==> src/rtl/baud_sync_detect.sv <==
module baud_sync_detect #(
  parameter int DIV_W     = 8,
  parameter int CNT_W     = 16,
  parameter int OVS       = 16,
  parameter int SYNC_BITS = 5,
  parameter logic [DIV_W-1:0] DIV_INIT = '0
) (
  input  logic             clk,
  input  logic             rst_n,
  input  logic             rxd,
  input  logic             pkt_busy,
  output logic [DIV_W-1:0] divisor,
  output logic             locked
);

  localparam int DEN = OVS * SYNC_BITS;
  localparam logic [CNT_W-1:0] CNT_MAX = '1;
  localparam logic [CNT_W:0]   DEN_W   = (CNT_W+1)'(DEN);
  localparam logic [CNT_W:0]   HALF_W  = (CNT_W+1)'(DEN / 2);
  localparam logic [CNT_W:0]   DIV_TOP = (CNT_W+1)'((1 << DIV_W) - 1);

  typedef enum logic [2:0] {S_IDLE, S_START, S_HIGH, S_SETTLE, S_BUSY} state_t;

  state_t           state;
  logic [CNT_W-1:0] cnt;
  logic             rx_s1, rx_s2, rx_d;
  logic [CNT_W:0]   meas, quo, xval;
  logic [DIV_W-1:0] new_div;

  wire fall = rx_d & ~rx_s2;
  wire rise = ~rx_d & rx_s2;

  assign meas = {1'b0, cnt} + 1'b1;
  assign quo  = (meas + HALF_W) / DEN_W;
  assign xval = quo - 1'b1;

  always_comb begin
    if (quo == '0)          new_div = '0;
    else if (xval > DIV_TOP) new_div = '1;
    else                    new_div = xval[DIV_W-1:0];
  end

  always_ff @(posedge clk or negedge rst_n) begin
    if (!rst_n) begin
      rx_s1   <= 1'b1;
      rx_s2   <= 1'b1;
      rx_d    <= 1'b1;
      state   <= S_IDLE;
      cnt     <= '0;
      divisor <= DIV_INIT;
      locked  <= 1'b0;
    end else begin
      rx_s1  <= rxd;
      rx_s2  <= rx_s1;
      rx_d   <= rx_s2;
      locked <= 1'b0;
      case (state)
        S_IDLE:
          if (fall && !pkt_busy) begin
            state <= S_START;
            cnt   <= '0;
          end
        S_START:
          if (cnt == CNT_MAX) state <= S_IDLE;
          else begin
            cnt <= cnt + 1'b1;
            if (rise) state <= S_HIGH;
          end
        S_HIGH:
          if (cnt == CNT_MAX) state <= S_IDLE;
          else if (fall) begin
            divisor <= new_div;
            locked  <= 1'b1;
            state   <= S_SETTLE;
            cnt     <= '0;
          end else cnt <= cnt + 1'b1;
        S_SETTLE:
          if (pkt_busy) state <= S_BUSY;
          else if (cnt == CNT_MAX) state <= S_IDLE;
          else cnt <= cnt + 1'b1;
        S_BUSY:
          if (!pkt_busy) state <= S_IDLE;
        default: state <= S_IDLE;
      endcase
    end
  end

  p_strobe_single_r5: assert property (@(posedge clk) disable iff (!rst_n)
    locked |=> !locked);

  p_div_moves_with_strobe_r5: assert property (@(posedge clk) disable iff (!rst_n)
    !$stable(divisor) |-> locked);

  p_strobe_enters_lockout_r8: assert property (@(posedge clk) disable iff (!rst_n)
    locked |-> state == S_SETTLE);

  p_busy_holds_lockout_r8: assert property (@(posedge clk) disable iff (!rst_n)
    (state == S_BUSY && pkt_busy) |=> state == S_BUSY);

  p_no_start_when_busy_r6: assert property (@(posedge clk) disable iff (!rst_n)
    (state == S_IDLE && pkt_busy) |=> state == S_IDLE);

  p_no_overflow_r7: assert property (@(posedge clk) disable iff (!rst_n)
    ((state == S_START || state == S_HIGH) && cnt == CNT_MAX) |=> (state == S_IDLE && !locked));

endmodule

==> config.mk <==
export PLATFORM = sky130hd
export DESIGN_NAME = baud_sync_detect
export DESIGN_NICKNAME = d
export VERILOG_FILES = /design/src/rtl/baud_sync_detect.sv
export SDC_FILE = /design/constraint.sdc
export NUM_CORES = 1
export LEC_CHECK = 0
export BUFFER_PORTS_ARGS = -buffer_cell sky130_fd_sc_hd__buf_2
export CAP_MARGIN = 30
export CORE_ASPECT_RATIO = 2
export CORE_MARGIN = 10
export CORE_UTILIZATION = 60
export DETAILED_ROUTE_END_ITERATION = 7
export PLACE_DENSITY_LB_ADDON = 0.15
export SYNTH_ARGS = -nofsm -noshare
export SYNTH_HDL_FRONTEND = slang
export SYNTH_SLANG_ARGS = --single-unit
==> constraint.sdc <==
create_clock -name clk -period 17 [get_ports clk]
set_clock_uncertainty 0.1 [all_clocks]
set_input_delay 3.4 -clock clk [delete_from_list [all_inputs] [get_ports clk]]
set_output_delay 3.4 -clock clk [all_outputs]
set_load 0.03 [all_outputs]
==> results.md <==
- Outcome: finished clean
- Largest net degree at the start of global routing: 32
- Insertion delay to the later sink of the worst-skew pair: 0.28 ns
- Postcts setup bufs: 0
- Endpoints failing setup: 0
- Hold_buf cts: 0
- Top FF cell, synth: dfrtp_1
- Vias: 3716
- Rel. slew slack: 31.6%
- Critical path fanouts, max: 13
- Crit Path Category: flop to flop
- Worst Tran Pin Value: 1.02 ns
- Gr ovfl total: 0
- Antenna violations before repair: 0
- Clock buffer depth: 2
- Clock root buffer: clkbuf_16
- Worst path bufs/invs: 0
- CP Data Required Time: 17.06 ns
- CTS resizes: 0
- Non-Filler Instances: 513
- Filler instances: 494
- Util after Layout: 64.6%
- Data arrival, critical path: 6.68 ns
- CTS tree: built
- Post-synth EDFFs: 0
- Via count of the first global-routing pass: 3545
- Initial Util: 61.5%
- Count leader, synth: nor2_1
- N_diodes: 0
- Gate Count Post-Synth: 461
- FP Rows: 39
- Clock transition at path regs: 0.05 ns
- Share of cells above drive strength 1: 10.4%
- Avg Vias per Cell: 7.24
- Yosys warning count: 0
- Mapped cell area: 3480 um^2
- Synth-to-layout area growth: 5.07%
- Yosys top cell area share: 20.1%
- Total chip power: 0.414 mW
- Synth area leader: dfrtp_1
- I/O pin total: 13
- Seq cells post-synth: 31
- Clock sink count: 31
- Post-DP Area: 3480 um^2
- Average cell area after synthesis: 7.55 um^2
- Router iterations before antenna repair: 5
- Most Frequent Cell on Critical Path: a311oi_1
- Max-cap violations: 0
- Worst min-delay path category: flop to flop
- Routed Antenna Nets: 0
- Setup TNS: 0 ns
- Worst path max stage delay: 0.84 ns
- DP HPWL: 7620 um
- Crit-path slowest cell: o32ai_2
- Cell family with most CP delay: compound AO/OA/AOI/OAI gates
- Wirelength, routed: 10500 um
- Synth cell types: 79
- Worst vdd ir: 0.131 mV
- Chip width: 73.9 um
- First-pass GRT wire length: 17300 um
- Total CTS buffers: 5
- Area contributors post-synth: dfrtp_1 (20%), nor2_1 (6.0%), xnor2_1 (5.5%)
- Fin crit period: 6.62 ns
- CTS H-tree depth: 2
- Die height: 128 um
- Worst path cell trace: a311oi_1, nor3_2, xor2_1, nor3_1, and2_1, o31a_1, nor2_1, a211o_1, o221ai_1, o32ai_2, a211oi_1, a31o_2, a211oi_1, nor2_1, ha_1, a311oi_1, a311oi_1, mux2_2, a221o_1
- Power per cell area: 113 nW/um^2
- Routability cong.: 1.09
- Static Leak: 1.41 nW
- Final hold vios: 0
- Nets: 459
- Fmax: 151 MHz
- Die ar.: 9430 um^2
- Asr flop ratio synth: 100%
- # port buffers: 12
- Initial DRC count: 525
- CP Launch Type: flop
- Drt drc: 0
- Register area share after synthesis: 22.4%
- Routed WL per cell: 20.5 um
- RSZ-0062 raised after global routing: no
- Placed Cells: 505
- Syn Nets: 469
- Slew Limit Fails: 0
- CP endpoint kind: flop
- Design area: 3660 um^2
- Placeable Area: 5660 um^2
- Top cell types by occurrence after synthesis: nor2_1 (56), nand2_1 (41), o21ai_0 (32)
- Crit share post-route: 38.9%
- Global Route Usage Sum: 22.6%
[layout by cell type (no fill, tap or decap), types with 4 or more instances in the layout]
cell type / synthesis / final
nand4_1: 8 / 8
nor2b_1: 4 / 4
dfrtp_1: 28 / 28
a31oi_1: 6 / 6
nor3_1: 19 / 19
o21a_1: 6 / 6
buf_4: 3 / 4
inv_1: 7 / 7
buf_2: 10 / 12
nand2_1: 41 / 41
a21oi_1: 29 / 29
xnor2_1: 22 / 22
xor2_1: 11 / 11
o211ai_1: 13 / 13
and3_1: 5 / 5
a221o_1: 6 / 6
ha_1: 4 / 4
a211o_1: 4 / 4
a311oi_1: 5 / 5
clkbuf_16: 0 / 5
nor4_1: 6 / 6
o21ai_0: 32 / 32
nand3_1: 19 / 19
or3_1: 6 / 6
and2_1: 5 / 5
nor2_1: 56 / 56
a211oi_1: 6 / 6
[flip-flops by register name, indices dropped and copies added (netlist names)]
name / cells
rx_s2: 1
cnt: 16
rx_s1: 1
divisor: 8
locked: 1
state: 3
rx_d: 1
[metrics by stage]
| step | setup WS [ns] | hold WS (ns) |
|---|---|---|
| 4_1_cts | 10.58 | 0.257 |
| 6_report | 10.38 | 0.254 |
| 5_1_grt | 9.93 | 0.256 |
| 3_3_place_gp | 10.82 | 0.248 |
| 3_5_place_dp | 10.71 | 0.248 |
| 2_1_floorplan | 11.43 | 0.245 |
[cell type report]
class | count | area [um^2] | area share, %
multi-input cells | 389 | 2510 | 68.5
flip-flops and latches | 31 | 779 | 21.3
clock buffers | 6 | 139 | 3.80
repair buffers | 16 | 90.1 | 2.46
well taps | 61 | 76.3 | 2.09
clock inverters | 2 | 35.0 | 0.958
inverters | 8 | 30.0 | 0.821
[per-layer routing]
metal | vias to the layer above | track usage, % | part of all wire (%)
met3 | 47 | 2.25 | 4.7
met5 | - | 0 | 0
li1 | 1731 | - | -
met4 | 0 | 13.8 | 4.7
met1 | 1742 | 24.7 | 37
met2 | 196 | 39.4 | 54
[report_power, final]
group	switching (mW)	leakage, nW	internal, mW	total [mW]
registers	0.0185	0.404	0.0903	0.109
clock network	0.0307	0.0868	0.0726	0.103
logic	0.126	0.919	0.0756	0.202
[path summary, 6_finish.rpt]
| check | from | end | slack [ns] | cells after the start |
|---|---|---|---|---|
| worst max-delay path | cnt[5] | divisor[4] | 10.38 | 19 |
| worst min-delay path | rx_s1 | rx_s2 | 0.25 | 0 |
| worst max register to register | cnt[5] | divisor[4] | 10.38 | 19 |
| worst min register to register | rx_s1 | rx_s2 | 0.25 | 0 |
| max in group asynchronous | rst_n | cnt[13] | 13.31 | 1 |
| min in group asynchronous | rst_n | divisor[0] | 3.05 | 1 |
[worst register-to-register path, cell delays in order, from the launching register on]
cell	delay, ns
dfrtp_1	0.51
a311oi_1	0.59
nor3_2	0.15
xor2_1	0.53
nor3_1	0.25
and2_1	0.25
o31a_1	0.34
nor2_1	0.55
a211o_1	0.22
o221ai_1	0.16
o32ai_2	0.84
a211oi_1	0.09
a31o_2	0.26
a211oi_1	0.31
nor2_1	0.11
ha_1	0.28
a311oi_1	0.23
a311oi_1	0.10
mux2_2	0.35
a221o_1	0.29
[kinds of logic after synthesis]
kind of cell,share of synthesized area [%]
and+or+nand+nor,26.1
AOI/OAI and AO/OA,33.7
buffers and inverters,5.75
xor gates and xnor gates,9.42
DFF,22.4
adders and majority gates,1.73
muxes,0.899
(Power assumes the default switching activity.)
